--- src/rtl/cte_pkg.sv ---
package cte_pkg;

   typedef enum logic [3:0] {
      XC_NONE,
      XC_CALL_S,
      XC_CALL_L,
      XC_BR_B,
      XC_BR_W,
      XC_CALL_US,
      XC_CALL_UL,
      XC_DJNZ,
      XC_PCALL,
      XC_PBR
   } xfer_class_e;

   typedef struct packed {
      logic       ext;   // 1: sixteen-entry set, 0: four-entry set
      logic [3:0] idx;
   } cond_sel_t;

   localparam int CYC_CALL_S_HIT  = 20;
   localparam int CYC_CALL_S_MISS = 8;
   localparam int CYC_CALL_L_HIT  = 24;
   localparam int CYC_CALL_L_MISS = 12;
   localparam int CYC_PCALL_HIT   = 24;
   localparam int CYC_PCALL_MISS  = 12;
   localparam int CYC_BR_B        = 8;
   localparam int CYC_BR_W        = 12;
   localparam int CYC_PBR         = 12;
   localparam int CYC_DJNZ        = 16;
   localparam int CYC_MAX         = 24;

   localparam int LEN_SHORT = 2;
   localparam int LEN_LONG  = 3;

endpackage

--- src/rtl/cte_decode.sv ---
module cte_decode
   import cte_pkg::*;
(
   input  logic        prefix_i,
   input  logic [7:0]  opcode_i,
   output xfer_class_e cls_o,
   output cond_sel_t   sel_o
);

   always_comb begin
      cls_o = XC_NONE;
      sel_o = '{ext: prefix_i, idx: 4'h0};
      if (prefix_i) begin
         sel_o.idx = opcode_i[3:0];
         unique case (opcode_i[7:4])
            4'hF:    cls_o = XC_PCALL;
            4'hE:    cls_o = XC_PBR;
            default: cls_o = XC_NONE;
         endcase
      end else begin
         sel_o.idx = {2'b00, opcode_i[1:0]};
         unique case (opcode_i[7:2])
            6'b111000: cls_o = XC_CALL_S;
            6'b111001: cls_o = XC_BR_B;
            6'b111010: cls_o = XC_CALL_L;
            6'b111011: cls_o = XC_BR_W;
            default: begin
               unique case (opcode_i)
                  8'hF0:   cls_o = XC_CALL_US;
                  8'hF2:   cls_o = XC_CALL_UL;
                  8'hF5:   cls_o = XC_DJNZ;
                  default: cls_o = XC_NONE;
               endcase
            end
         endcase
      end
   end

endmodule

--- src/rtl/cte_cond.sv ---
module cte_cond
   import cte_pkg::*;
#(
   parameter int EXT_N = 4
) (
   input  cond_sel_t        sel_i,
   input  logic             z_i,
   input  logic             c_i,
   input  logic             v_i,
   input  logic             s_i,
   input  logic [EXT_N-1:0] ext_i,
   output logic             hit_o
);

   localparam int TAB_N = 2 * EXT_N + 8;

   logic [3:0]       base_tab;
   logic [TAB_N-1:0] ext_tab;
   logic             less, less_eq;

   assign base_tab = {~z_i, z_i, ~c_i, c_i};
   assign less     = s_i ^ v_i;
   assign less_eq  = less | z_i;

   assign ext_tab[0] = less;
   assign ext_tab[1] = less_eq;
   assign ext_tab[2] = ~less_eq;
   assign ext_tab[3] = ~less;
   assign ext_tab[4] = v_i;
   assign ext_tab[5] = ~v_i;
   assign ext_tab[6] = ~s_i;
   assign ext_tab[7] = s_i;

   for (genvar n = 0; n < EXT_N; n++) begin : g_pin
      assign ext_tab[8 + n]         = ~ext_i[n];
      assign ext_tab[8 + EXT_N + n] = ext_i[n];
   end

   assign hit_o = sel_i.ext ? ext_tab[sel_i.idx] : base_tab[sel_i.idx[1:0]];

endmodule

--- src/rtl/cte_cost.sv ---
module cte_cost
   import cte_pkg::*;
#(
   parameter int CYC_W = 6,
   parameter int LEN_W = 2
) (
   input  xfer_class_e      cls_i,
   input  logic             taken_i,
   output logic [CYC_W-1:0] cycles_o,
   output logic [LEN_W-1:0] len_o
);

   localparam logic [LEN_W-1:0] L_S = LEN_W'(LEN_SHORT);
   localparam logic [LEN_W-1:0] L_L = LEN_W'(LEN_LONG);

   function automatic logic [CYC_W-1:0] pick(input logic t, input int hit, input int miss);
      return t ? CYC_W'(hit) : CYC_W'(miss);
   endfunction

   always_comb begin
      cycles_o = '0;
      len_o    = '0;
      unique case (cls_i)
         XC_CALL_S:  begin cycles_o = pick(taken_i, CYC_CALL_S_HIT, CYC_CALL_S_MISS); len_o = L_S; end
         XC_CALL_L:  begin cycles_o = pick(taken_i, CYC_CALL_L_HIT, CYC_CALL_L_MISS); len_o = L_L; end
         XC_PCALL:   begin cycles_o = pick(taken_i, CYC_PCALL_HIT, CYC_PCALL_MISS);   len_o = L_L; end
         XC_BR_B:    begin cycles_o = CYC_W'(CYC_BR_B);       len_o = L_S; end
         XC_BR_W:    begin cycles_o = CYC_W'(CYC_BR_W);       len_o = L_L; end
         XC_PBR:     begin cycles_o = CYC_W'(CYC_PBR);        len_o = L_L; end
         XC_CALL_US: begin cycles_o = CYC_W'(CYC_CALL_S_HIT); len_o = L_S; end
         XC_CALL_UL: begin cycles_o = CYC_W'(CYC_CALL_L_HIT); len_o = L_L; end
         XC_DJNZ:    begin cycles_o = CYC_W'(CYC_DJNZ);       len_o = L_S; end
         default:    begin cycles_o = '0;                     len_o = '0;  end
      endcase
   end

endmodule

--- src/rtl/cond_xfer_eval.sv ---
module cond_xfer_eval
   import cte_pkg::*;
#(
   parameter int DATA_W  = 8,
   parameter int CYC_W   = 6,
   parameter int LEN_W   = 2,
   parameter int EXT_N   = 4,
   parameter bit REG_OUT = 1'b1
) (
   input  logic              clk,
   input  logic              rst_n,
   input  logic              valid_i,
   input  logic              prefix_i,
   input  logic [7:0]        opcode_i,
   input  logic              flag_z_i,
   input  logic              flag_c_i,
   input  logic              flag_v_i,
   input  logic              flag_s_i,
   input  logic [DATA_W-1:0] breg_i,
   input  logic [EXT_N-1:0]  ext_i,
   output logic              out_valid_o,
   output logic              match_o,
   output logic              taken_o,
   output logic [LEN_W-1:0]  len_o,
   output logic [CYC_W-1:0]  cycles_o,
   output logic [DATA_W-1:0] b_next_o
);

   localparam int CYC_NEED = $clog2(CYC_MAX + 1);
   localparam int RES_W    = 2 + LEN_W + CYC_W + DATA_W;

   if (CYC_W < CYC_NEED) begin : g_chk_cyc
      $error("CYC_W too narrow for the largest cycle cost");
   end
   if (LEN_W < 2) begin : g_chk_len
      $error("LEN_W must hold the value 3");
   end
   if (EXT_N != 4) begin : g_chk_ext
      $error("prefixed condition set needs exactly four external pins");
   end
   if (DATA_W < 1) begin : g_chk_data
      $error("DATA_W must be positive");
   end

   xfer_class_e       cls;
   cond_sel_t         sel;
   logic              cond_hit;
   logic              taken_c;
   logic [DATA_W-1:0] b_dec;
   logic [CYC_W-1:0]  cycles_c;
   logic [LEN_W-1:0]  len_c;
   logic [RES_W-1:0]  res_c;

   cte_decode u_decode (
      .prefix_i (prefix_i),
      .opcode_i (opcode_i),
      .cls_o    (cls),
      .sel_o    (sel)
   );

   cte_cond #(.EXT_N(EXT_N)) u_cond (
      .sel_i (sel),
      .z_i   (flag_z_i),
      .c_i   (flag_c_i),
      .v_i   (flag_v_i),
      .s_i   (flag_s_i),
      .ext_i (ext_i),
      .hit_o (cond_hit)
   );

   assign b_dec = breg_i - DATA_W'(1);

   always_comb begin
      unique case (cls)
         XC_NONE:                taken_c = 1'b0;
         XC_CALL_US, XC_CALL_UL: taken_c = 1'b1;
         XC_DJNZ:                taken_c = |b_dec;
         default:                taken_c = cond_hit;
      endcase
   end

   cte_cost #(.CYC_W(CYC_W), .LEN_W(LEN_W)) u_cost (
      .cls_i    (cls),
      .taken_i  (taken_c),
      .cycles_o (cycles_c),
      .len_o    (len_c)
   );

   assign res_c = {(cls != XC_NONE), taken_c, len_c, cycles_c,
                   (cls == XC_DJNZ) ? b_dec : breg_i};

   if (REG_OUT) begin : g_reg
      logic [RES_W-1:0] res_q;
      logic             vld_q;

      always_ff @(posedge clk or negedge rst_n) begin
         if (!rst_n) begin
            res_q <= '0;
            vld_q <= 1'b0;
         end else begin
            vld_q <= valid_i;
            if (valid_i) res_q <= res_c;
         end
      end

      assign out_valid_o = vld_q;
      assign {match_o, taken_o, len_o, cycles_o, b_next_o} = res_q;

      // unprefixed short call always taken at 20 cycles
      assert_ucall_short_R6: assert property (@(posedge clk) disable iff (!rst_n)
         valid_i && !prefix_i && opcode_i == 8'hF0 |=> taken_o && cycles_o == CYC_W'(20) && len_o == LEN_W'(2));

      // prefixed call cost follows outcome
      assert_pcall_cost_R4: assert property (@(posedge clk) disable iff (!rst_n)
         valid_i && prefix_i && opcode_i[7:4] == 4'hF |=>
            match_o && len_o == LEN_W'(3) && (taken_o ? cycles_o == CYC_W'(24) : cycles_o == CYC_W'(12)));

      // prefixed branch cost is fixed
      assert_pbr_cost_R5: assert property (@(posedge clk) disable iff (!rst_n)
         valid_i && prefix_i && opcode_i[7:4] == 4'hE |=> cycles_o == CYC_W'(12));

      // idle cycles keep the result
      assert_hold_R10: assert property (@(posedge clk) disable iff (!rst_n)
         !valid_i |=> !out_valid_o && $stable(taken_o) && $stable(cycles_o) && $stable(b_next_o));

      // no match means nothing reported
      assert_none_quiet_R9: assert property (@(posedge clk) disable iff (!rst_n)
         out_valid_o && !match_o |-> !taken_o && cycles_o == '0 && len_o == '0);

      // decrement branch taken exactly when new B is nonzero
      assert_djnz_R7: assert property (@(posedge clk) disable iff (!rst_n)
         valid_i && !prefix_i && opcode_i == 8'hF5 |=> taken_o == (b_next_o != '0));
   end else begin : g_comb
      assign out_valid_o = valid_i;
      assign {match_o, taken_o, len_o, cycles_o, b_next_o} = res_c;
   end

endmodule

--- config.mk ---
export PLATFORM = sky130hd
export DESIGN_NAME = cond_xfer_eval
export DESIGN_NICKNAME = d
export VERILOG_FILES = /design/src/rtl/cte_pkg.sv /design/src/rtl/cte_decode.sv /design/src/rtl/cte_cond.sv /design/src/rtl/cte_cost.sv /design/src/rtl/cond_xfer_eval.sv
export SDC_FILE = /design/constraint.sdc
export NUM_CORES = 1
export LEC_CHECK = 0
export BUFFER_PORTS_ARGS = -buffer_cell sky130_fd_sc_hd__buf_2
export CAP_MARGIN = 5
export CORE_ASPECT_RATIO = 1.2
export CORE_MARGIN = 2
export CORE_UTILIZATION = 30
export CTS_CLUSTER_SIZE = 25
export DETAILED_ROUTE_END_ITERATION = 12
export PLACE_DENSITY = 0.55
export SYNTH_ARGS = -nofsm -noshare
export SYNTH_HDL_FRONTEND = slang
export SYNTH_SLANG_ARGS = --single-unit
--- constraint.sdc ---
create_clock -name clk -period 0.84 [get_ports clk]
set_input_delay 0.21 -clock clk [delete_from_list [all_inputs] [get_ports clk]]
set_output_delay 0.21 -clock clk [all_outputs]
set_load 0.01 [all_outputs]
-- Word level (Yosys, flattened, before mapping)
Cells that the tools add are included.
- output and inout bits: 19
- register bits: 19
- equality and inequality tests: 18
- reductions and logical operators: 8
- add/subtract/negate cells: 1
- order comparisons: 2
- muxes and demuxes: 16
- bitwise logic cells: 12
- operators by type and width (cell ; count):
    6-bit case mux with 7 select lines ; 1
    6-bit equality test (second input constant) ; 4
    8-bit equality test (second input constant) ; 3
    4-bit by 3-bit equality test with 1-bit output (second input constant) ; 4
    4-bit equality test (second input constant) ; 4
    4-bit case mux with 4 select lines ; 1
    5-bit two-way mux ; 2
    1-bit inverter ; 10
    3-bit case mux with 3 select lines ; 1
    4-bit by 2-bit equality test with 1-bit output (second input constant) ; 2
    4-bit two-way mux ; 2
    8-bit two-way mux ; 1
    4-bit case mux with 2 select lines ; 1
    8-bit OR reduction ; 1
    8-bit by 1-bit subtractor with 8-bit output (second input constant) ; 1
    2-bit OR reduction ; 3
    4-bit by 5-bit < comparator with 1-bit output (second input constant) ; 1
    5-bit OR reduction ; 1
    1-bit binary-select mux with 4-bit select ; 1
    4-bit by 1-bit equality test with 1-bit output (second input constant) ; 1
    4-bit logical NOT ; 1
    2-bit case mux with 2 select lines ; 1
    4-bit nonzero test ; 1
    4-bit OR reduction ; 1
    6 further kinds ; 8

-- Logic depth before layout (Yosys ltp)
- word-level depth: 9
- depth in mapped cells: 7
- gate-level depth less buffers: 7

-- By module
From an unflattened synthesis, not the netlist that was laid out.
- cells, all modules: 161
- area total of the unflattened synthesis: 1452.6 sq um
- by module, submodules not included (module ; instances ; area each (sq um) ; cells an instance):
    cond_xfer_eval ; 1 ; 950.9 ; 91
    cte_cond ; 1 ; 173.9 ; 23
    cte_cost ; 1 ; 167.7 ; 25
    cte_decode ; 1 ; 160.2 ; 22

-- Least setup slack after synthesis
Ideal clock, no wire load.
- path kind: input to register
- start: input breg_i[1]
- end: register g_reg.res_q[16]
- setup slack: -885 ps
- stages: 7
- data arrival time: 1600 ps
- required time: 715 ps
- path buffers: 0
- path through: inv_1 -> ha_1 -> or4b_2 -> nor3_1 -> and3_1 -> nor3_1 -> mux2_4
- word-level cells in the longest chain between the ends: 3
- ends and longest elaborated chain (element ; RTL line ; text):
    start: declaration ; cond_xfer_eval.sv:19 ; input logic [DATA_W-1:0] breg_i,
    8-bit by 1-bit subtractor with 8-bit output ; cond_xfer_eval.sv:71 ; assign b_dec = breg_i - DATA_W'(1);
    8-bit OR reduction ; cond_xfer_eval.sv:77 ; XC_DJNZ: taken_c = |b_dec;
    1-bit case mux with 3 select lines ; cond_xfer_eval.sv:74 ; unique case (cls)
    end signal: assignment ; cond_xfer_eval.sv:102 ; if (valid_i) res_q <= res_c;
    end: declaration ; cond_xfer_eval.sv:93 ; logic [RES_W-1:0] res_q;
Every way passes these cells.
A chain may end at the register's enable or synchronous reset.

-- Worst setup path after layout
- start: input opcode_i[0]
- end: register g_reg.res_q[16]
- word-level cells in the longest chain between the ends: 7
- elaborated cells on any way between the ends: 18
- ends and longest elaborated chain (element ; RTL line ; text):
    start: declaration ; cond_xfer_eval.sv:14 ; input logic [7:0] opcode_i,
    8-bit equality test ; cte_decode.sv:28 ; unique case (opcode_i)
    3-bit case mux with 3 select lines ; cte_decode.sv:28 ;
    4-bit case mux with 4 select lines ; cte_decode.sv:22 ; unique case (opcode_i[7:2])
    4-bit two-way mux ; cte_decode.sv:13 ; if (prefix_i) begin
    4-bit by 3-bit equality test with 1-bit output ; cond_xfer_eval.sv:74 ;
    2-bit OR reduction ; cond_xfer_eval.sv:74 ;
    1-bit case mux with 3 select lines (*) ; cond_xfer_eval.sv:74 ;
Mark *: on every way between the ends. The rest lies on a longest branch, timed or not. The select of a mux whose other input is x is not followed.

==> Implementation_results.wiki <==
{| class="wikitable"
! Metric !! Value
|-
| Fraction of synthesized cell area in xor and xnor cells || approximately 8.7%
|-
| Fraction of synthesized area in multiplexers || 8.54%
|-
| Unique masters post-synth || 47
|-
| Effective utilization at floorplan || 30.8%
|-
| Fraction of the cycle the final worst path needs || 173%
|-
| Top post-synthesis cells by count || 17 x sky130_fd_sc_hd__nor2_1, 16 x sky130_fd_sc_hd__dfrtp_1, 14 x sky130_fd_sc_hd__a21oi_1, 10 x sky130_fd_sc_hd__o21ai_0
|-
| Power Total || 0.00226 W
|-
| Placed Cells || 276
|-
| Worst endpoint data arrival time || 1.59 ns
|-
| Part of the total power dissipated in the clock network || between 20% and 30%
|-
| Combinational Power Share || 36.8%
|-
| Die Span Y || 76.2 um
|-
| WHS || 0.304 ns
|-
| Layout overhead on the synthesized area || 74.4%
|-
| First-pass GRT wire length || 6050 um
|-
| Run status || complete, but fails checks
|-
| Dpl ws || -0.989 ns
|-
| Cell type with the largest total area after synthesis || sky130_fd_sc_hd__dfrtp_1
|-
| Cell-by-cell listing of the critical path || buf_8, nand3b_1, nor4_4, buf_4, a211o_1, a211oi_4, nor3_2, mux2_4
|-
| Violations in the final reports || setup timing
|-
| Global placer's final weighted congestion || 0.805
|-
| Number of synthesized flops with an enable pin || 0
|-
| Final slew viol count || 0
|-
| Post-synthesis register bit count || 16
|-
| Total wirelength of the detailed-routed design || approximately 3800 um
|-
| Sequential area share after synthesis || 30.7%
|-
| Number of vias in the routed layout || 1429
|-
| P per Cell Area || 992 nW/um2
|-
| Family with the most delay on the worst path || compound AO/OA/AOI/OAI gates
|-
| Leakage Power || 1.04 nW
|-
| Post-route clock skew || 0 ns
|-
| Post-synthesis cell count || approximately 150
|-
| Clock H-tree levels || 1
|-
| Final critical-path required period || 1.45 ns
|-
| Gr ovfl total || 0
|-
| Max Fclk || slightly below 700 MHz
|-
| Final net count || 270
|-
| Largest family of logic cells by synthesized area || simple AND/OR/NAND/NOR gates
|-
| Fraction of the mapped netlist area in compound gates || a little under a fifth
|-
| Post-Synth Adder-Cell Area || roughly 1.9%
|-
| Fraction of the mapped netlist area in simple logic gates || 23.5%
|-
| Clock Latency Late Sink || 0.25 ns
|-
| Highest ir drop seen on vdd || ~0.0011 V
|-
| Max-Cap Viols || 0
|-
| Top-count cell post-synth || sky130_fd_sc_hd__nor2_1
|-
| Total die area || 4890 um2
|-
| Clock transition at the registers of the reported paths || 0.06 ns
|-
| Crit-path max cell delay || 0.32 ns
|-
| Iteration count of the initial detailed-routing pass || 4
|-
| Initial drt markers || 43
|-
| Mean cell area of the mapped netlist || 8.52 um2
|-
| HPWL after detailed placement || roughly 2700 um
|-
| Area contributors post-synth || sky130_fd_sc_hd__dfrtp_1 31%, sky130_fd_sc_hd__a21oi_1 5.4%, sky130_fd_sc_hd__nor2_1 4.9%
|-
| RSZ-0062 raised after global routing || yes
|-
| Number of global-route vias before repair || 1363
|-
| Number of antenna cells inserted || 0
|-
| Residual DRC count || 0
|-
| Kind of capture point of the worst setup path || register
|-
| Total clock buffers created by CTS || 3
|-
| Final number of setup-violating endpoints || 31
|-
| Net switching component of the power || ~0.00068 W
|-
| Proportion of layout cells with a drive suffix above 1 || 55.5%
|-
| Critical setup path kind || input port to register
|-
| Kind of start point of the critical path || input port
|-
| Commonest register cell after synthesis || sky130_fd_sc_hd__dfrtp_1
|-
| Highest fanout seen on the critical path || 7
|-
| Number of synthesis warnings || 0
|-
| Sum of negative setup slack || -8.85 ns
|-
| Internal Power || 0.00158 W
|-
| Critical Path RT || 0.98 ns
|-
| Floorplan row count || 26
|-
| Port-buffer cells || 43
|-
| Die width || 64.2 um
|-
| Final cell count without fillers || 294
|-
| Part of the power in registers || 37.9%
|-
| Per-cell routed wire length || around 13 um
|-
| Setup slack of the critical path after layout || -0.614 ns
|-
| Fraction of synthesis flops using an asynchronous set or reset pin || 100%
|-
| Post-route antenna net violation count || 0
|-
| Initial antenna violation count || 0
|-
| Largest net degree at the start of global routing || 17
|-
| Global Route Usage Sum || 15.4%
|-
| Vias per cell || 4.86
|-
| Master cell of the clock root buffer || sky130_fd_sc_hd__clkbuf_8
|-
| Cell area after synthesis || 1300 um2
|-
| TritonCTS clock tree || built
|-
| Count of endpoints failing hold in the final timing report || 0
|-
| Core Region || 4230 um2
|-
| Fraction of power spent switching nets || 30.0%
|-
| Slowest CP cell || sky130_fd_sc_hd__a211oi_4
|-
| Hold crit path type || input port to register
|-
| Top-level port count || 47
|-
| CTS sink cnt || 16
|-
| Max clock buf depth || 2
|-
| Synth top area share || 30.7%
|-
| Buf+Inv Stages, Crit Path || 2
|}
## routing by layer
metal  share of wire [%]  GRT usage (%)  vias up
met5                   0              0        -
met2                  54           28.7       41
met4                 1.5           5.74        0
li1                    -              -      712
met3                 4.2           1.92        6
met1                  40           17.5      670
## layout make-up
cell class / instances / area (um2)
Multi-Input combinational cell: 119 / 1000
Tap cell: 56 / 70.1
Clock buffer: 3 / 41.3
Inverter: 7 / 31.3
Fill cell: 431 / 1960
Sequential cell: 16 / 400
Timing Repair Buffer: 93 / 731
## sequential cells by signal (all words and copies together) (netlist names)
signal / cells
g_reg.res_q: 15
out_valid_o: 1
## power groups by stage
stage	clock [W]	combinational (W)	sequential, W
after floorplan	0	0.000332	0.000891
final	0.000571	0.000831	0.000854
after global placement	0	0.000653	0.000867
after global routing	0.000619	0.000901	0.000859
after detailed placement	0	0.000654	0.000865
after CTS	0.000593	0.000771	0.000852
## cells in the final DEF (no fill, tap or decap), drive strengths merged, types with 6 or more instances in the layout
master and count:
xor2 7, buf 91, o21ai 10, a21oi 14
dfrtp 16, inv 7, nor2 17, xnor2 6
nand2 6, nor3 7
## per-stage QoR
| stage | instance area (um2) | utilization, % |
|---|---|---|
| 5_1_grt | 2270 | 53.8 |
| 3_3_place_gp | 1840 | 43.5 |
| 2_1_floorplan | 1380 | - |
| 3_5_place_dp | 1840 | 43.5 |
| 6_report | 2270 | 53.8 |
| 4_1_cts | 2130 | 50.5 |
## path summary, 6_finish.rpt
| path | startpoint | end | slack (ns) | depth (start not counted) |
|---|---|---|---|---|
| min in group asynchronous | rst_n | g_reg.res_q[5] | 0.41 | 2 |
| min reg2reg | g_reg.res_q[1] | g_reg.res_q[1] | 0.51 | 1 |
| max in group asynchronous | rst_n | g_reg.res_q[16] | 0.15 | 2 |
| min | valid_i | out_valid_o | 0.30 | 2 |
| max | opcode_i[0] | g_reg.res_q[16] | -0.61 | 8 |
| max reg2reg | g_reg.res_q[10] | g_reg.res_q[10] | -0.18 | 4 |
## kinds of logic (layout without fill, tap and decap cells)
family,Yosys count,after routing
XOR/XNOR,13,13
flip-flops,16,16
other,1,3
AO/OA/AOI/OAI,39,39
adder cells (fa/ha/maj),2,2
AND/OR/NAND/NOR,53,53
multiplexers,9,9
buffers and inverters,20,103
## timing repair
action | CTS | global route
hold endpoints to repair | 16 | 0
pin swaps | 15 | 8
setup buffers | 5 | 10
resized for setup | 44 | 20
gates cloned | 1 | 0
endpoints found under the setup margin | 31 | 31
hold buffers | 1 | 0
(Power assumes the default switching activity.)
